==> config.mk <==
export PLATFORM = sky130hd
export DESIGN_NAME = mx_alu
export DESIGN_NICKNAME = d
export VERILOG_FILES = /design/src/rtl/mx_alu_pkg.sv /design/src/rtl/mx_alu_addsub.sv /design/src/rtl/mx_alu_bcd.sv /design/src/rtl/mx_alu_logic.sv /design/src/rtl/mx_alu_cond.sv /design/src/rtl/mx_alu.sv
export SDC_FILE = /design/constraint.sdc
export NUM_CORES = 1
export LEC_CHECK = 0
export BUFFER_PORTS_ARGS = -buffer_cell sky130_fd_sc_hd__buf_2
export CAP_MARGIN = 20
export CORE_UTILIZATION = 45
export DETAILED_ROUTE_END_ITERATION = 7
export GPL_ROUTABILITY_DRIVEN = 0
export MAX_ROUTING_LAYER = met4
export PLACE_DENSITY = 0.79
export SETUP_SLACK_MARGIN = 0.4
export SYNTH_ARGS = -nofsm -noshare
export SYNTH_HDL_FRONTEND = slang
export SYNTH_SLANG_ARGS = --single-unit
==> constraint.sdc <==
create_clock -name vclk -period 25.8
set_input_delay 6.45 -clock vclk [all_inputs]
set_output_delay 6.45 -clock vclk [all_outputs]
set_load 0.02 [all_outputs]
==> src/rtl/mx_alu_pkg.sv <==
`timescale 1ns/1ps
// Package: shared constants, encodings and the per-operation flag-update
// table of the multi-width ALU. Assumes a 20-bit datapath and a 16-bit
// status word with the flags at fixed positions.
package mx_alu_pkg;

    localparam int DATA_W     = 20;
    localparam int SR_W       = 16;
    localparam int BYTE_W     = 8;
    localparam int WORD_W     = 16;
    localparam int BCD_DIGITS = 4;

    localparam int FLG_C = 0;
    localparam int FLG_Z = 1;
    localparam int FLG_N = 2;
    localparam int FLG_V = 8;

    typedef enum logic [3:0] {
        OP_ADD  = 4'd0,  OP_ADDC = 4'd1,  OP_SUB  = 4'd2,  OP_SUBC = 4'd3,
        OP_CMP  = 4'd4,  OP_DADD = 4'd5,  OP_AND  = 4'd6,  OP_BIT  = 4'd7,
        OP_BIC  = 4'd8,  OP_BIS  = 4'd9,  OP_XOR  = 4'd10, OP_RRC  = 4'd11,
        OP_RRA  = 4'd12, OP_RRU  = 4'd13, OP_SWPB = 4'd14, OP_SXT  = 4'd15
    } alu_op_e;

    typedef enum logic [1:0] {
        SZ_BYTE = 2'd0, SZ_WORD = 2'd1, SZ_EXT = 2'd2, SZ_EXT_ALT = 2'd3
    } alu_size_e;

    typedef enum logic [2:0] {
        CC_NZ = 3'd0, CC_Z = 3'd1, CC_NC = 3'd2, CC_C = 3'd3,
        CC_N  = 3'd4, CC_GE = 3'd5, CC_LT = 3'd6, CC_ALWAYS = 3'd7
    } alu_cond_e;

    typedef struct packed {
        logic v;
        logic n;
        logic z;
        logic c;
    } alu_flags_t;

    // Which flags each operation is allowed to change.
    function automatic alu_flags_t flag_update_mask(alu_op_e op);
        alu_flags_t m;
        case (op)
            OP_DADD:                 m = '{v: 1'b0, n: 1'b1, z: 1'b1, c: 1'b1};
            OP_BIC, OP_BIS, OP_SWPB: m = '{v: 1'b0, n: 1'b0, z: 1'b0, c: 1'b0};
            default:                 m = '{v: 1'b1, n: 1'b1, z: 1'b1, c: 1'b1};
        endcase
        return m;
    endfunction

endpackage

==> src/rtl/mx_alu_addsub.sv <==
`timescale 1ns/1ps
// Module: binary adder/subtractor at a run-time operand width.
// Assumes a_i and b_i are already masked to the width given by msk_i and
// that sgn_i is one-hot on the sign bit of that width.
module mx_alu_addsub #(
    parameter int DW = 20
) (
    input  logic [DW-1:0] a_i,
    input  logic [DW-1:0] b_i,
    input  logic [DW-1:0] msk_i,
    input  logic [DW-1:0] sgn_i,
    input  logic          sub_i,
    input  logic          cin_i,
    output logic [DW-1:0] res_o,
    output logic          cout_o,
    output logic          ovf_o
);

    logic [DW-1:0] b_eff;
    logic [DW:0]   sum;
    logic          sa, sb, sr;

    // Form a + b' + cin, then take carry at the width and signed overflow.
    always_comb begin
        b_eff  = sub_i ? (~b_i & msk_i) : b_i;
        sum    = {1'b0, a_i} + {1'b0, b_eff} + {{DW{1'b0}}, cin_i};
        res_o  = sum[DW-1:0] & msk_i;
        cout_o = |(sum & {sgn_i, 1'b0});
        sa     = |(a_i & sgn_i);
        sb     = |(b_eff & sgn_i);
        sr     = |(res_o & sgn_i);
        ovf_o  = (sa == sb) && (sr != sa);
    end

    // a plain add that carries out must have wrapped below its operand.
    always_comb begin
        if (!sub_i && !cin_i && cout_o) begin
            a_r2_wrap_implies_carry: assert (res_o < a_i)
                else $error("add carried out without wrapping");
        end
    end

endmodule

==> src/rtl/mx_alu_bcd.sv <==
`timescale 1ns/1ps
// Module: packed-BCD adder built as a ripple chain of decimal digit cells.
// Assumes every input digit is 0..9. In byte mode the decimal carry is
// taken after the second digit; the caller masks off the upper digits.
module mx_alu_bcd #(
    parameter int DIGITS = 4
) (
    input  logic [4*DIGITS-1:0] a_i,
    input  logic [4*DIGITS-1:0] b_i,
    input  logic                cin_i,
    input  logic                byte_i,
    output logic [4*DIGITS-1:0] sum_o,
    output logic                cout_o
);

    localparam int BYTE_DIGITS = 2;

    logic [DIGITS:0] cy;

    assign cy[0] = cin_i;

    for (genvar g = 0; g < DIGITS; g++) begin : g_digit
        logic [4:0] raw;
        logic [4:0] fix;

        // One decimal digit: binary add, then correct by ten when above nine.
        always_comb begin
            raw = {1'b0, a_i[4*g +: 4]} + {1'b0, b_i[4*g +: 4]} + {4'b0, cy[g]};
            fix = raw - 5'd10;
            cy[g+1] = (raw > 5'd9);
            sum_o[4*g +: 4] = (raw > 5'd9) ? fix[3:0] : raw[3:0];
        end

        // valid decimal inputs always yield a valid decimal digit.
        always_comb begin
            if (a_i[4*g +: 4] <= 4'd9 && b_i[4*g +: 4] <= 4'd9) begin
                a_r5_digit_in_range: assert (sum_o[4*g +: 4] <= 4'd9)
                    else $error("decimal digit %0d out of range", g);
            end
        end
    end

    // Select the decimal carry for the active size.
    assign cout_o = byte_i ? cy[BYTE_DIGITS] : cy[DIGITS];

endmodule

==> src/rtl/mx_alu_logic.sv <==
`timescale 1ns/1ps
// Module: logical operations, right shifts, byte swap and sign extension.
// Assumes dst_i and src_i are masked to the operand width, that sgn_i is
// one-hot on its sign bit, and that DW is at least 16. The C and V
// values given for flag-preserving opcodes are ignored by the caller.
module mx_alu_logic
    import mx_alu_pkg::*;
#(
    parameter int DW = 20
) (
    input  alu_op_e       op_i,
    input  logic [DW-1:0] dst_i,
    input  logic [DW-1:0] src_i,
    input  logic [DW-1:0] msk_i,
    input  logic [DW-1:0] sgn_i,
    input  logic          cin_i,
    output logic [DW-1:0] res_o,
    output logic          c_o,
    output logic          v_o
);

    localparam logic [DW-1:0] LOW_BYTE = DW'((1 << BYTE_W) - 1);

    logic [DW-1:0] raw;
    logic [DW-1:0] swp;

    // Byte swap of the low word, zero above it.
    always_comb begin
        swp = '0;
        swp[WORD_W-1:0] = {src_i[BYTE_W-1:0], src_i[WORD_W-1:BYTE_W]};
    end

    // Select the operation and its carry/overflow values.
    always_comb begin
        raw = '0;
        c_o = cin_i;
        v_o = 1'b0;
        case (op_i)
            OP_AND, OP_BIT: begin
                raw = dst_i & src_i;
                c_o = |raw;
            end
            OP_BIC:  raw = dst_i & ~src_i;
            OP_BIS:  raw = dst_i | src_i;
            OP_XOR: begin
                raw = dst_i ^ src_i;
                c_o = |raw;
                v_o = (|(dst_i & sgn_i)) && (|(src_i & sgn_i));
            end
            OP_RRC: begin
                raw = (src_i >> 1) | (cin_i ? sgn_i : '0);
                c_o = src_i[0];
            end
            OP_RRA: begin
                raw = (src_i >> 1) | (src_i & sgn_i);
                c_o = src_i[0];
            end
            OP_RRU: begin
                raw = src_i >> 1;
                c_o = src_i[0];
            end
            OP_SWPB: raw = swp;
            OP_SXT: begin
                raw = src_i[BYTE_W-1] ? (src_i | ~LOW_BYTE) : (src_i & LOW_BYTE);
                c_o = |(raw & msk_i);
            end
            default: raw = '0;
        endcase
        res_o = raw & msk_i;
    end

endmodule

==> src/rtl/mx_alu_cond.sv <==
`timescale 1ns/1ps
// Module: branch-condition evaluator working from the status flags.
// Assumes the flags have already been extracted from the status word.
module mx_alu_cond
    import mx_alu_pkg::*;
(
    input  alu_flags_t flags_i,
    input  alu_cond_e  cond_i,
    output logic       taken_o
);

    // Decode the condition code against the flags.
    always_comb begin
        case (cond_i)
            CC_NZ:   taken_o = !flags_i.z;
            CC_Z:    taken_o =  flags_i.z;
            CC_NC:   taken_o = !flags_i.c;
            CC_C:    taken_o =  flags_i.c;
            CC_N:    taken_o =  flags_i.n;
            CC_GE:   taken_o = (flags_i.n == flags_i.v);
            CC_LT:   taken_o = (flags_i.n != flags_i.v);
            default: taken_o = 1'b1;
        endcase
    end

    // the unconditional code is always taken, and the two signed codes are complementary.
    always_comb begin
        if (cond_i == CC_ALWAYS) begin
            a_r13_always_taken: assert (taken_o)
                else $error("unconditional branch not taken");
        end
        if (cond_i == CC_LT) begin
            a_r13_lt_excludes_ge: assert (taken_o == (flags_i.n ^ flags_i.v))
                else $error("less-than disagrees with N xor V");
        end
    end

endmodule

==> src/rtl/mx_alu.sv <==
`timescale 1ns/1ps
// Module: top of the multi-width ALU. It decodes the operand size,
// dispatches to the arithmetic, decimal and logic units, merges the new
// flags into the status word through the per-operation mask, and
// evaluates a branch condition on the incoming status word.
// Assumes DW >= 16 and that the flag positions fit inside SRW bits.
module mx_alu
    import mx_alu_pkg::*;
#(
    parameter int DW  = DATA_W,
    parameter int SRW = SR_W
) (
    input  logic [DW-1:0]  dst_in,
    input  logic [DW-1:0]  src_in,
    input  logic [1:0]     size_sel,
    input  logic [3:0]     op_sel,
    input  logic [SRW-1:0] sr_in,
    input  logic [2:0]     cond_sel,
    output logic [DW-1:0]  result_out,
    output logic           result_we,
    output logic [SRW-1:0] sr_out,
    output logic           branch_taken
);

    localparam int BCD_W = 4 * BCD_DIGITS;

    alu_op_e       op;
    alu_size_e     sz;
    logic [DW-1:0] msk, sgn, dst_m, src_m;
    alu_flags_t    fl_in, upd;
    logic          is_sub, as_cin;
    logic [DW-1:0] as_res, lg_res;
    logic          as_c, as_v, lg_c, lg_v;
    logic [BCD_W-1:0] bcd_sum;
    logic          bcd_c;
    logic [DW-1:0] res;
    logic          c_new, v_new;

    assign op = alu_op_e'(op_sel);
    assign sz = alu_size_e'(size_sel);

    // Width mask and sign-bit select from the size code.
    always_comb begin
        msk = '0;
        case (sz)
            SZ_BYTE: msk[BYTE_W-1:0] = '1;
            SZ_WORD: msk[WORD_W-1:0] = '1;
            default: msk = '1;
        endcase
        sgn   = msk ^ (msk >> 1);
        dst_m = dst_in & msk;
        src_m = src_in & msk;
    end

    // Pull the flags out of the incoming status word.
    always_comb begin
        fl_in.c = sr_in[FLG_C];
        fl_in.z = sr_in[FLG_Z];
        fl_in.n = sr_in[FLG_N];
        fl_in.v = sr_in[FLG_V];
    end

    // Subtract select and carry-in for the binary unit.
    always_comb begin
        is_sub = (op == OP_SUB) || (op == OP_SUBC) || (op == OP_CMP);
        if (op == OP_ADDC || op == OP_SUBC) as_cin = fl_in.c;
        else                                as_cin = is_sub;
    end

    mx_alu_addsub #(.DW(DW)) u_addsub (
        .a_i    (dst_m),
        .b_i    (src_m),
        .msk_i  (msk),
        .sgn_i  (sgn),
        .sub_i  (is_sub),
        .cin_i  (as_cin),
        .res_o  (as_res),
        .cout_o (as_c),
        .ovf_o  (as_v)
    );

    mx_alu_bcd #(.DIGITS(BCD_DIGITS)) u_bcd (
        .a_i    (dst_m[BCD_W-1:0]),
        .b_i    (src_m[BCD_W-1:0]),
        .cin_i  (fl_in.c),
        .byte_i (sz == SZ_BYTE),
        .sum_o  (bcd_sum),
        .cout_o (bcd_c)
    );

    mx_alu_logic #(.DW(DW)) u_logic (
        .op_i  (op),
        .dst_i (dst_m),
        .src_i (src_m),
        .msk_i (msk),
        .sgn_i (sgn),
        .cin_i (fl_in.c),
        .res_o (lg_res),
        .c_o   (lg_c),
        .v_o   (lg_v)
    );

    mx_alu_cond u_cond (
        .flags_i (fl_in),
        .cond_i  (alu_cond_e'(cond_sel)),
        .taken_o (branch_taken)
    );

    // Pick the unit output for this opcode.
    always_comb begin
        case (op)
            OP_ADD, OP_ADDC, OP_SUB, OP_SUBC, OP_CMP: begin
                res = as_res; c_new = as_c; v_new = as_v;
            end
            OP_DADD: begin
                res = {{(DW-BCD_W){1'b0}}, bcd_sum} & msk;
                c_new = bcd_c; v_new = fl_in.v;
            end
            default: begin
                res = lg_res; c_new = lg_c; v_new = lg_v;
            end
        endcase
    end

    // Drive the outputs and merge the new flags through the update mask.
    always_comb begin
        upd        = flag_update_mask(op);
        result_out = res;
        result_we  = !((op == OP_CMP) || (op == OP_BIT));
        sr_out     = sr_in;
        if (upd.c) sr_out[FLG_C] = c_new;
        if (upd.z) sr_out[FLG_Z] = ~|res;
        if (upd.n) sr_out[FLG_N] = |(res & sgn);
        if (upd.v) sr_out[FLG_V] = v_new;
    end

    // checks on the merged outputs.
    always_comb begin
        a_r1_no_bits_above_width: assert ((result_out & ~msk) == '0)
            else $error("result has bits above the operand width");
        if (op == OP_CMP || op == OP_BIT) begin
            a_r4_no_write_on_test: assert (!result_we)
                else $error("compare or bit test requested a write");
        end
        if (op == OP_BIC || op == OP_BIS || op == OP_SWPB) begin
            a_r7_status_held: assert (sr_out == sr_in)
                else $error("flag-preserving opcode altered status");
        end
        for (int i = 0; i < SRW; i++) begin
            if (i != FLG_C && i != FLG_Z && i != FLG_N && i != FLG_V) begin
                a_r12_other_bits_pass: assert (sr_out[i] == sr_in[i])
                    else $error("non-flag status bit %0d changed", i);
            end
        end
    end

endmodule

# Word level (Yosys, flattened, before mapping)

Cells that the tools add are included.

$add $sub $neg: 14
Order comparisons: 4
Equal/unequal tests: 26
Mux-type cells: 23
Bitwise operators: 21
Reductions and logical operators: 28

Operator list:

| operator              | count |
|---|---|
| $and A20 B20 Y20      | 13 |
| $pmux W20 S9          | 1 |
| $reduce_or A20 Y1     | 9 |
| $mux W20              | 3 |
| $or A19 B20 Y20       | 2 |
| $pmux W20 S2          | 1 |
| $eq A4 B4 Y1 const B  | 8 |
| $add A20 B20 Y21      | 1 |
| $add A21 B1 Y21       | 1 |
| $and A21 B21 Y21      | 1 |
| $reduce_or A21 Y1     | 1 |
| $add A4 B4 Y5         | 4 |
| $add A5 B1 Y5         | 4 |
| $and A16 B20 Y20      | 1 |
| $gt A5 B4 Y1 const B  | 4 |
| $mux W4               | 5 |
| $not A20 Y20          | 1 |
| $or A20 B20 Y20       | 1 |
| $xor A20 B19 Y20      | 1 |
| $xor A20 B20 Y20      | 1 |
| $eq A4 B3 Y1 const B  | 4 |
| $sub A4 B4 Y4 const B | 4 |
| $eq A3 B3 Y1 const B  | 3 |
| $eq A4 B2 Y1 const B  | 2 |
| 21 further kinds      | 40 |

Register bits: 0
Input port bits: 65
Output and inout bits: 38
Logic and storage cells: 116

# Logic depth before layout (Yosys ltp)

Gate-level depths: netlist of the first run.

Word-level depth: 19
Mapped depth: 31

# Hierarchy

A second synthesis of the first run with hierarchy kept.

Cells, all modules: 1,033
Area total of the unflattened synthesis: 7,130.6 µm²

By module, submodules not included:

| module        | instances | cells an instance | area an instance (µm²) | sequential area each (µm²) |
|---|---|---|---|---|
| mx_alu_logic  | 1         | 450               | 3,064.2                | 0.0 |
| mx_alu_addsub | 1         | 306               | 2,005.7                | 0.0 |
| mx_alu        | 1         | 163               | 1,066.0                | 0.0 |
| mx_alu_bcd    | 1         | 105               | 917.1                  | 0.0 |
| mx_alu_cond   | 1         | 9                 | 77.6                   | 0.0 |

# Least setup slack after synthesis of the first run

OpenSTA, ideal clock, no wires.

Kind: input-to-output
From: input port dst_in[0]
To: output port sr_out[1]
Data arrival time: 13.297 ns
Required time: 19.350 ns
Slack: 6.053 ns
Stages on the path: 31
Path buffers: 0
Cell sequence: fa_1 -> fa_1 -> xnor2_1 -> and2_1 -> o31ai_4 -> inv_1 -> fa_1 -> inv_1 -> fa_1 -> inv_1 -> nand2_1 -> a21o_1 -> inv_1 -> fa_1 -> inv_1 -> fa_1 -> a21o_1 -> a21oi_1 -> o31a_1 -> fa_1 -> inv_1 -> fa_1 -> xnor2_1 -> ha_1 -> and2_1 -> o31ai_2 -> mux2i_1 -> a2111o_1 -> nor4b_2 -> nand4bb_1 -> o41ai_2

Cells in the longest elaborated chain, start to end: 16
Elaborated cells on any way between the ends: 32
Classes of those cells: 11 x add/sub; 4 x order compare; 7 x mux; 8 x bitwise; 2 x reduce/logical

RTL lines:

| item                                          | RTL line                           | RTL |
|---|---|---|
| start, declared                               | mx_alu.sv:13                       | `input logic [DW-1:0] dst_in,` |
| $and A20 B20 Y20 *                            | mx_alu.sv:51                       | `dst_m = dst_in & msk;` |
| $add A4 B4 Y5                                 | mx_alu_bcd.sv:28                   | `raw = {1'b0, a_i[4*g +: 4]} + {1'b0, b_i[4*g +: 4]} + {4'b0, cy[g]};` |
| $add A5 B1 Y5                                 | mx_alu_bcd.sv:28                   |  |
| $gt A5 B4 Y1                                  | mx_alu_bcd.sv:30, mx_alu_bcd.sv:31 |  |
| $add A5 B1 Y5                                 | mx_alu_bcd.sv:28                   |  |
| $gt A5 B4 Y1                                  | mx_alu_bcd.sv:30, mx_alu_bcd.sv:31 |  |
| $add A5 B1 Y5                                 | mx_alu_bcd.sv:28                   |  |
| $gt A5 B4 Y1                                  | mx_alu_bcd.sv:30, mx_alu_bcd.sv:31 |  |
| $add A5 B1 Y5                                 | mx_alu_bcd.sv:28                   |  |
| $sub A4 B4 Y4 or $gt A5 B4 Y1 (tied branches) | mx_alu_bcd.sv:29, mx_alu_bcd.sv:31 |  |
| $mux W4                                       | mx_alu_bcd.sv:31                   | `sum_o[4*g +: 4] = (raw > 5'd9) ? fix[3:0] : raw[3:0];` |
| $and A16 B20 Y20                              | mx_alu.sv:116                      | `res = {{(DW-BCD_W){1'b0}}, bcd_sum} & msk;` |
| $pmux W20 S2 *                                | mx_alu.sv:111                      | `case (op)` |
| $reduce_or A20 Y1 *                           | mx_alu.sv:132                      | `if (upd.z) sr_out[FLG_Z] = ~\|res;` |
| $logic_not A1 Y1 *                            | mx_alu.sv:132                      |  |
| $mux W1 *                                     | mx_alu.sv:132                      |  |
| end, declared                                 | mx_alu.sv:21                       | `output logic [SRW-1:0] sr_out,` |

Mark *: on every way between the ends. The rest lies on a longest branch, timed or not.

# Final worst setup path of the first run

Same ends and word-level chain as after synthesis.

==> insert_results.sql, run 1 <==
INSERT INTO impl_metrics (metric_group, metric, value, unit) VALUES
('grt', 'grt_pass1_wl', '28210', 'µm'),
('sta', 'min_period', '20.61', 'ns'),
('critical_path', 'critical_path.slowest_cell', 'sky130_fd_sc_hd__fa_1', ''),
('sta', 'finalSetupViolCount', '0', ''),
('logic_synthesis', 'fraction_of_the_mapped_netlist_area_in_adder_cells', '24.79', '%'),
('run_status', 'failed_checks', 'design-rule violations', ''),
('logic_synthesis', 'synth_top_area_cell', 'sky130_fd_sc_hd__ha_1', ''),
('grt', 'grt-ovfl-total', '0', ''),
('drt', 'detail_route.first_pass.iterations', '8', ''),
('pwr', 'switching_share', '62.00', '%'),
('grt', 'grt_start_max_net_pins', '45', ''),
('pwr', 'net_switching_power', '0.00009976', 'W'),
('cells_and_area', 'layout.area.seq', '0', 'µm²'),
('place', 'dp_cells', '879', ''),
('pwr', 'finalPower', '0.0001609', 'W'),
('cells_and_area', 'clkbuf_count', '0', ''),
('drt', 'routedWlPerCell', '20.32', 'µm'),
('floorplan', 'initial_utilization', '46.27', '%'),
('logic_synthesis', 'synth.most_common_cell', 'sky130_fd_sc_hd__ha_1', ''),
('critical_path', 'arrival', '14.16', 'ns'),
('clock_network', 'cts_repair_resize_count', '0', ''),
('logic_synthesis', 'synth-compound-area-share', '31.94', '%'),
('drt', 'vias', '5661', ''),
('sta', 'max_slew_margin', '36.52', '%'),
('drt', 'viasPerCell', '6.440', ''),
('min_path', 'worstHoldPathType', 'primary input to output port', ''),
('floorplan', 'design.core.area', '0.01089', 'mm²'),
('logic_synthesis', 'ys.warnings.count', '0', ''),
('critical_path', 'end_kind', 'output port', ''),
('pwr', 'power_frac_clock', '0', '%'),
('grt', 'grt_busiest_layer', 'met2', ''),
('run', 'timing.max_cap.violations', '0', ''),
('logic_synthesis', 'synthCells', '700', ''),
('pwr', 'vdd.ir_drop.worst', '0.00001686', 'V'),
('sta', 'timing.setup.tns', '0', 'ns'),
('min_path', 'hold_path_depth', '0', ''),
('cells_and_area', 'drive_above_1_share', '14.75', '%'),
('logic_synthesis', 'synth_area_per_cell', '7.196', 'µm²'),
('cells_and_area', 'fillers', '1115', ''),
('pwr', 'pwr-share-comb', '100.0', '%'),
('sta', 'rsz0062_at_grt', 'no', ''),
('logic_synthesis', 'yosys-top-cells-area', 'sky130_fd_sc_hd__ha_1 21%, sky130_fd_sc_hd__nand2_1 4.8%, sky130_fd_sc_hd__xnor2_1 4.7%, sky130_fd_sc_hd__inv_1 4.3%, sky130_fd_sc_hd__a21oi_1 4.3%', ''),
('drt', 'number_of_nets_with_antenna_violations_after_routing', '0', ''),
('sta', 'final_max_slew_viol_count', '0', ''),
('clock_network', 'ctsHoldBuffers', '0', ''),
('drt', 'drc_errors', '1', ''),
('clock_network', 'cts_setup_buffers', '0', ''),
('cells_and_area', 'final_area', '0.005376', 'mm²'),
('pwr', 'power-per-cell-area', '29.93', 'mW/mm²'),
('critical_path', 'worst-endpoint-required', '19.35', 'ns'),
('logic_synthesis', 'synth.yosys.seq_area_share', '0', '%'),
('run_status', 'status', 'complete, but fails checks', ''),
('place', 'placement.setup.worst_slack', '5.330', 'ns'),
('place', 'io_buffers', '79', ''),
('floorplan', 'ios', '103', ''),
('critical_path', 'cp_common_cell', 'sky130_fd_sc_hd__fa_1', ''),
('critical_path', 'cp_max_fo', '5', ''),
('drt', 'dr.first_iter.drc_count', '842', ''),
('sta', 'tightestPinTransition', '0.9422', 'ns'),
('min_path', 'holdCritStartpoint', 'sr_in[11]', ''),
('grt', 'grt.total_usage', '31.86', '%'),
('pwr', 'leakage', '2.636', 'nW'),
('drt', 'drt-total-wl', '17870', 'µm'),
('logic_synthesis', 'post_synthesis_share_of_cell_area_spent_on_and_or_nand_and_nor_gates', '22.80', '%'),
('floorplan', 'die_h', '107.8', 'µm'),
('sta', 'finalWorstSetupSlack', '5.192', 'ns'),
('place', 'detailed_place_hpwl', '14420', 'µm'),
('logic_synthesis', 'synth.net_count', '858', ''),
('grt', 'grt_antenna_before_repair', '0', ''),
('logic_synthesis', 'synth_area_in_xor_xnor', '7.129', '%'),
('cells_and_area', 'nets', '899', '');
==> critical path, delay by kind of cell <==
family                   cells  cell delay [ns]
AO/OA/AOI/OAI                8             2.19
XOR/XNOR                     2             0.36
adder cells (fa/ha/maj)      9             3.16
buffers and inverters        8             0.94
multiplexers                 1             0.15
AND/OR/NAND/NOR              5             0.89
==> final cells by class <==
class              count  area share [%]
multi-input cells    595           84.36
repair buffers        86           8.331
inverters             58           4.049
well taps            140           3.258
==> how the worst max path moves through the flow <==
| stage | endpoint | depth (start not counted) | start |
|---|---|---|---|
| after floorplan | sr_out[1] | 31 | dst_in[0] |
| after global placement | sr_out[1] | 33 | dst_in[0] |
| after detailed placement | sr_out[1] | 33 | dst_in[0] |
| after CTS | sr_out[1] | 33 | dst_in[0] |
| after global routing | sr_out[1] | 33 | dst_in[0] |
| final | sr_out[1] | 33 | dst_in[0] |
==> power groups by stage <==
| stage | clock network [W] | logic, W | registers (W) |
|---|---|---|---|
| 2_1_floorplan | 0 | 0.000116 | 0 |
| 3_3_place_gp | 0 | 0.000153 | 0 |
| 3_5_place_dp | 0 | 0.000155 | 0 |
| 4_1_cts | 0 | 0.000156 | 0 |
| 5_1_grt | 0 | 0.000174 | 0 |
| 6_report | 0 | 0.000161 | 0 |
==> routing by layer <==
| layer | wire (µm) | part of all wire (%) | up-vias |
|---|---|---|---|
| li1 | - | - | 2625 |
| met4 | 1045 | 5.8 | 0 |
| met5 | 0 | 0 | - |
| met3 | 2383 | 13 | 80 |
| met1 | 6990 | 39 | 2555 |
| met2 | 7446 | 42 | 401 |
==> through the flow <==
| step | hold slack [ns] | util (%) |
|---|---|---|
| 2_1_floorplan | 13.01 | - |
| 3_3_place_gp | 12.90 | 49.38 |
| 3_5_place_dp | 12.90 | 49.38 |
| 4_1_cts | 12.90 | 49.38 |
| 5_1_grt | 12.90 | 49.38 |
| 6_report | 12.90 | 49.38 |
==> logic make-up after synthesis <==
family	Yosys count
AOI/OAI and AO/OA	222
xor gates and xnor gates	41
adders and majority gates	94
buffers and inverters	105
muxes	15
and+or+nand+nor	223
==> cell usage in the layout (no fill, tap or decap), types with 4 or more instances in the layout <==
cell,n
sky130_fd_sc_hd__a22o_1,9
sky130_fd_sc_hd__nor3b_1,7
sky130_fd_sc_hd__a31oi_1,15
sky130_fd_sc_hd__nor2_1,53
sky130_fd_sc_hd__o21ai_0,25
sky130_fd_sc_hd__nand3_1,12
sky130_fd_sc_hd__a21oi_1,43
sky130_fd_sc_hd__o221ai_1,5
sky130_fd_sc_hd__mux2i_1,11
sky130_fd_sc_hd__nand2b_1,9
sky130_fd_sc_hd__nand2_1,64
sky130_fd_sc_hd__a22oi_1,10
sky130_fd_sc_hd__nor3_1,9
sky130_fd_sc_hd__xnor2_1,27
sky130_fd_sc_hd__o22ai_1,8
sky130_fd_sc_hd__o211ai_1,9
sky130_fd_sc_hd__nand4bb_1,5
sky130_fd_sc_hd__o2bb2ai_1,4
sky130_fd_sc_hd__a2bb2oi_1,4
sky130_fd_sc_hd__a211o_1,6
sky130_fd_sc_hd__nor2b_1,10
sky130_fd_sc_hd__a211oi_2,4
sky130_fd_sc_hd__a221oi_1,9
sky130_fd_sc_hd__and2_1,15
sky130_fd_sc_hd__buf_4,7
sky130_fd_sc_hd__a21o_1,16
sky130_fd_sc_hd__o21ai_1,6
sky130_fd_sc_hd__buf_2,79
sky130_fd_sc_hd__inv_1,58
sky130_fd_sc_hd__a211oi_1,4
sky130_fd_sc_hd__ha_1,83
sky130_fd_sc_hd__xor2_1,14
sky130_fd_sc_hd__o21a_1,7
sky130_fd_sc_hd__and3_1,7
sky130_fd_sc_hd__mux2_2,4
sky130_fd_sc_hd__o2111ai_1,4
sky130_fd_sc_hd__nor4_1,10
sky130_fd_sc_hd__fa_1,10
(Power assumes the default switching activity.)
==> run 2, diff against run 1 <==
==> constraint.sdc (replaced) <==
create_clock -name vclk -period 19.05
set_input_delay 4.7625 -clock vclk [all_inputs]
set_output_delay 4.7625 -clock vclk [all_outputs]
set_load 0.02 [all_outputs]
==> run 2 against run 1 <==
Compared with the run above:
- the run now ends clean
- core utilization stayed put
- critical path type unchanged
- global-route usage decreased by 0.21 points
- worst hold slack lost 3.4 ns
- critical path depth stayed put
- via count increased by 1.5%
- cell count stayed put
- wire length increased by 0.40%
- first-iteration DRC count rose by 5.6%
- die area did not move
- largest cell class unchanged
- setup slack got worse by 3.3 ns
==> insert_results.sql, run 2 (synthesis gave the netlist of run 1 again) <==
INSERT INTO impl_metrics (metric_group, metric, value, unit) VALUES
('run_status', 'status', 'completed', ''),
('critical_path', 'crit_path_end', 'sr_out[1]', ''),
('place', 'postPlaceCellArea', '0.005376', 'mm²'),
('sta', 'final_max_slew_viol_count', '0', ''),
('cells_and_area', 'area_growth_synth_to_finish', '6.731', '%'),
('cells_and_area', 'layout.area.seq', '0', 'µm²'),
('sta', 'max_freq', '58.14', 'MHz'),
('drt', 'routedWlPerCell', '20.41', 'µm'),
('grt', 'first_global_vias', '5313', ''),
('floorplan', 'floorplan.die_area', '0.01162', 'mm²'),
('clock_network', 'ctsHoldBuffers', '0', ''),
('drt', 'vias', '5746', ''),
('floorplan', 'initial_utilization', '46.27', '%'),
('place', 'io_buffers', '79', ''),
('critical_path', 'cp_max_fo', '5', ''),
('pwr', 'finalPower', '0.0002176', 'W'),
('cells_and_area', 'final_area', '0.005376', 'mm²'),
('drt', 'number_of_nets_with_antenna_violations_after_routing', '0', ''),
('clock_network', 'cts_repair_resize_count', '0', ''),
('min_path', 'worstHoldPathType', 'primary input to output port', ''),
('place', 'detailed_place_hpwl', '14370', 'µm'),
('cells_and_area', 'final_cell_mix', '83 x sky130_fd_sc_hd__ha_1, 79 x sky130_fd_sc_hd__buf_2, 64 x sky130_fd_sc_hd__nand2_1, 58 x sky130_fd_sc_hd__inv_1, 53 x sky130_fd_sc_hd__nor2_1', ''),
('drt', 'detail_route.first_pass.iterations', '6', ''),
('sta', 'tightestPinTransition', '0.9473', 'ns'),
('sta', 'whs', '9.525', 'ns'),
('drt', 'dr.first_iter.drc_count', '889', ''),
('floorplan', 'design.core.area', '0.01089', 'mm²'),
('sta', 'final_hold_viol_count', '0', ''),
('critical_path', 'cp_common_cell', 'sky130_fd_sc_hd__fa_1', ''),
('cells_and_area', 'finish.cell_count_without_fillers', '879', ''),
('critical_path', 'worst-endpoint-required', '14.29', 'ns'),
('grt', 'grt_antenna_before_repair', '0', ''),
('critical_path', 'crit_path_start', 'dst_in[0]', ''),
('grt', 'grt.total_usage', '31.64', '%'),
('critical_path', 'critical-path-max-stage-delay', '0.47', 'ns'),
('critical_path', 'critical_path_class', 'primary input to output port', ''),
('floorplan', 'ios', '103', ''),
('drt', 'drt-total-wl', '17940', 'µm'),
('grt', 'grt_start_max_net_pins', '45', ''),
('pwr', 'vdd.ir_drop.worst', '0.00002414', 'V'),
('place', 'dp_cells', '879', ''),
('cells_and_area', 'mostFrequentLayoutCell', 'sky130_fd_sc_hd__ha_1', ''),
('cells_and_area', 'nFlopsAndLatches', '0', ''),
('grt', 'grt_pass1_wl', '27990', 'µm'),
('drt', 'viasPerCell', '6.537', ''),
('cells_and_area', 'nets', '899', ''),
('critical_path', 'end_kind', 'output port', ''),
('sta', 'timing.setup.tns', '0', 'ns'),
('drt', 'drc_errors', '0', ''),
('critical_path', 'crit_path_start_kind', 'primary input', ''),
('critical_path', 'arrival', '12.44', 'ns'),
('cells_and_area', 'clkbuf_count', '0', ''),
('pwr', 'power-per-cell-area', '40.48', 'mW/mm²'),
('grt', 'grt-ovfl-total', '0', ''),
('cells_and_area', 'drive_above_1_share', '14.75', '%'),
('critical_path', 'critical_path.slowest_cell', 'sky130_fd_sc_hd__fa_1', ''),
('pwr', 'leakage', '2.636', 'nW'),
('sta', 'rsz0062_at_grt', 'no', ''),
('floorplan', 'row_cnt', '38', ''),
('floorplan', 'die_w', '107.8', 'µm'),
('floorplan', 'die_h', '107.8', 'µm'),
('cells_and_area', 'num_antenna_cells', '0', ''),
('sta', 'max_slew_margin', '36.18', '%'),
('sta', 'final.period_utilization', '90.29', '%'),
('run', 'timing.max_cap.violations', '0', ''),
('sta', 'finalSetupViolCount', '0', ''),
('clock_network', 'cts_setup_buffers', '0', ''),
('sta', 'min_period', '17.20', 'ns');
## run 2: layer usage
metal | GRT usage [%] | routed length (µm) | share of wire (%) | vias to the layer above
li1 | - | - | - | 2630
met5 | - | 0 | 0 | -
met4 | 15.75 | 1060 | 5.9 | 0
met2 | 47.30 | 7397 | 41 | 436
met1 | 41.44 | 7149 | 40 | 2596
met3 | 4.419 | 2328 | 13 | 84
## run 2: power breakdown
part	internal (W)	switching, W
Clock	0	0
Combinational	0.0000829	0.000135
Sequential	0	0
Total	0.0000829	0.000135
## run 2: layout make-up
cell class	instances	area, µm²
tap	140	175.2
fill	1080	5512
timing repair buffer	86	447.9
inverter	58	217.7
multi-input combinational	595	4536
## run 2: how the worst min path moves through the flow
stage,to,startpoint,cells past startpoint,slack [ns]
6_report,sr_out[11],sr_in[11],0,9.53
3_3_place_gp,sr_out[10],sr_in[10],0,9.53
3_5_place_dp,sr_out[10],sr_in[10],0,9.53
2_1_floorplan,sr_out[10],sr_in[10],1,9.64
4_1_cts,sr_out[10],sr_in[10],0,9.53
5_1_grt,sr_out[11],sr_in[11],0,9.53
## run 2: critical path, delay by kind of cell
| family | cells | cell delay (ns) |
|---|---|---|
| compound gates | 8 | 2.16 |
| xor+xnor | 2 | 0.36 |
| fa+ha+maj | 9 | 3.16 |
| buf+inv | 8 | 0.93 |
| mux | 1 | 0.15 |
| simple gates | 5 | 0.92 |
## run 2: metrics by stage
stage	worst slack (ns)	utilization [%]
detailed placement	1.991	49.38
global placement	2.153	49.38
CTS	1.934	49.38
global route	1.388	49.38
floorplan	2.678	-
finish	1.850	49.38
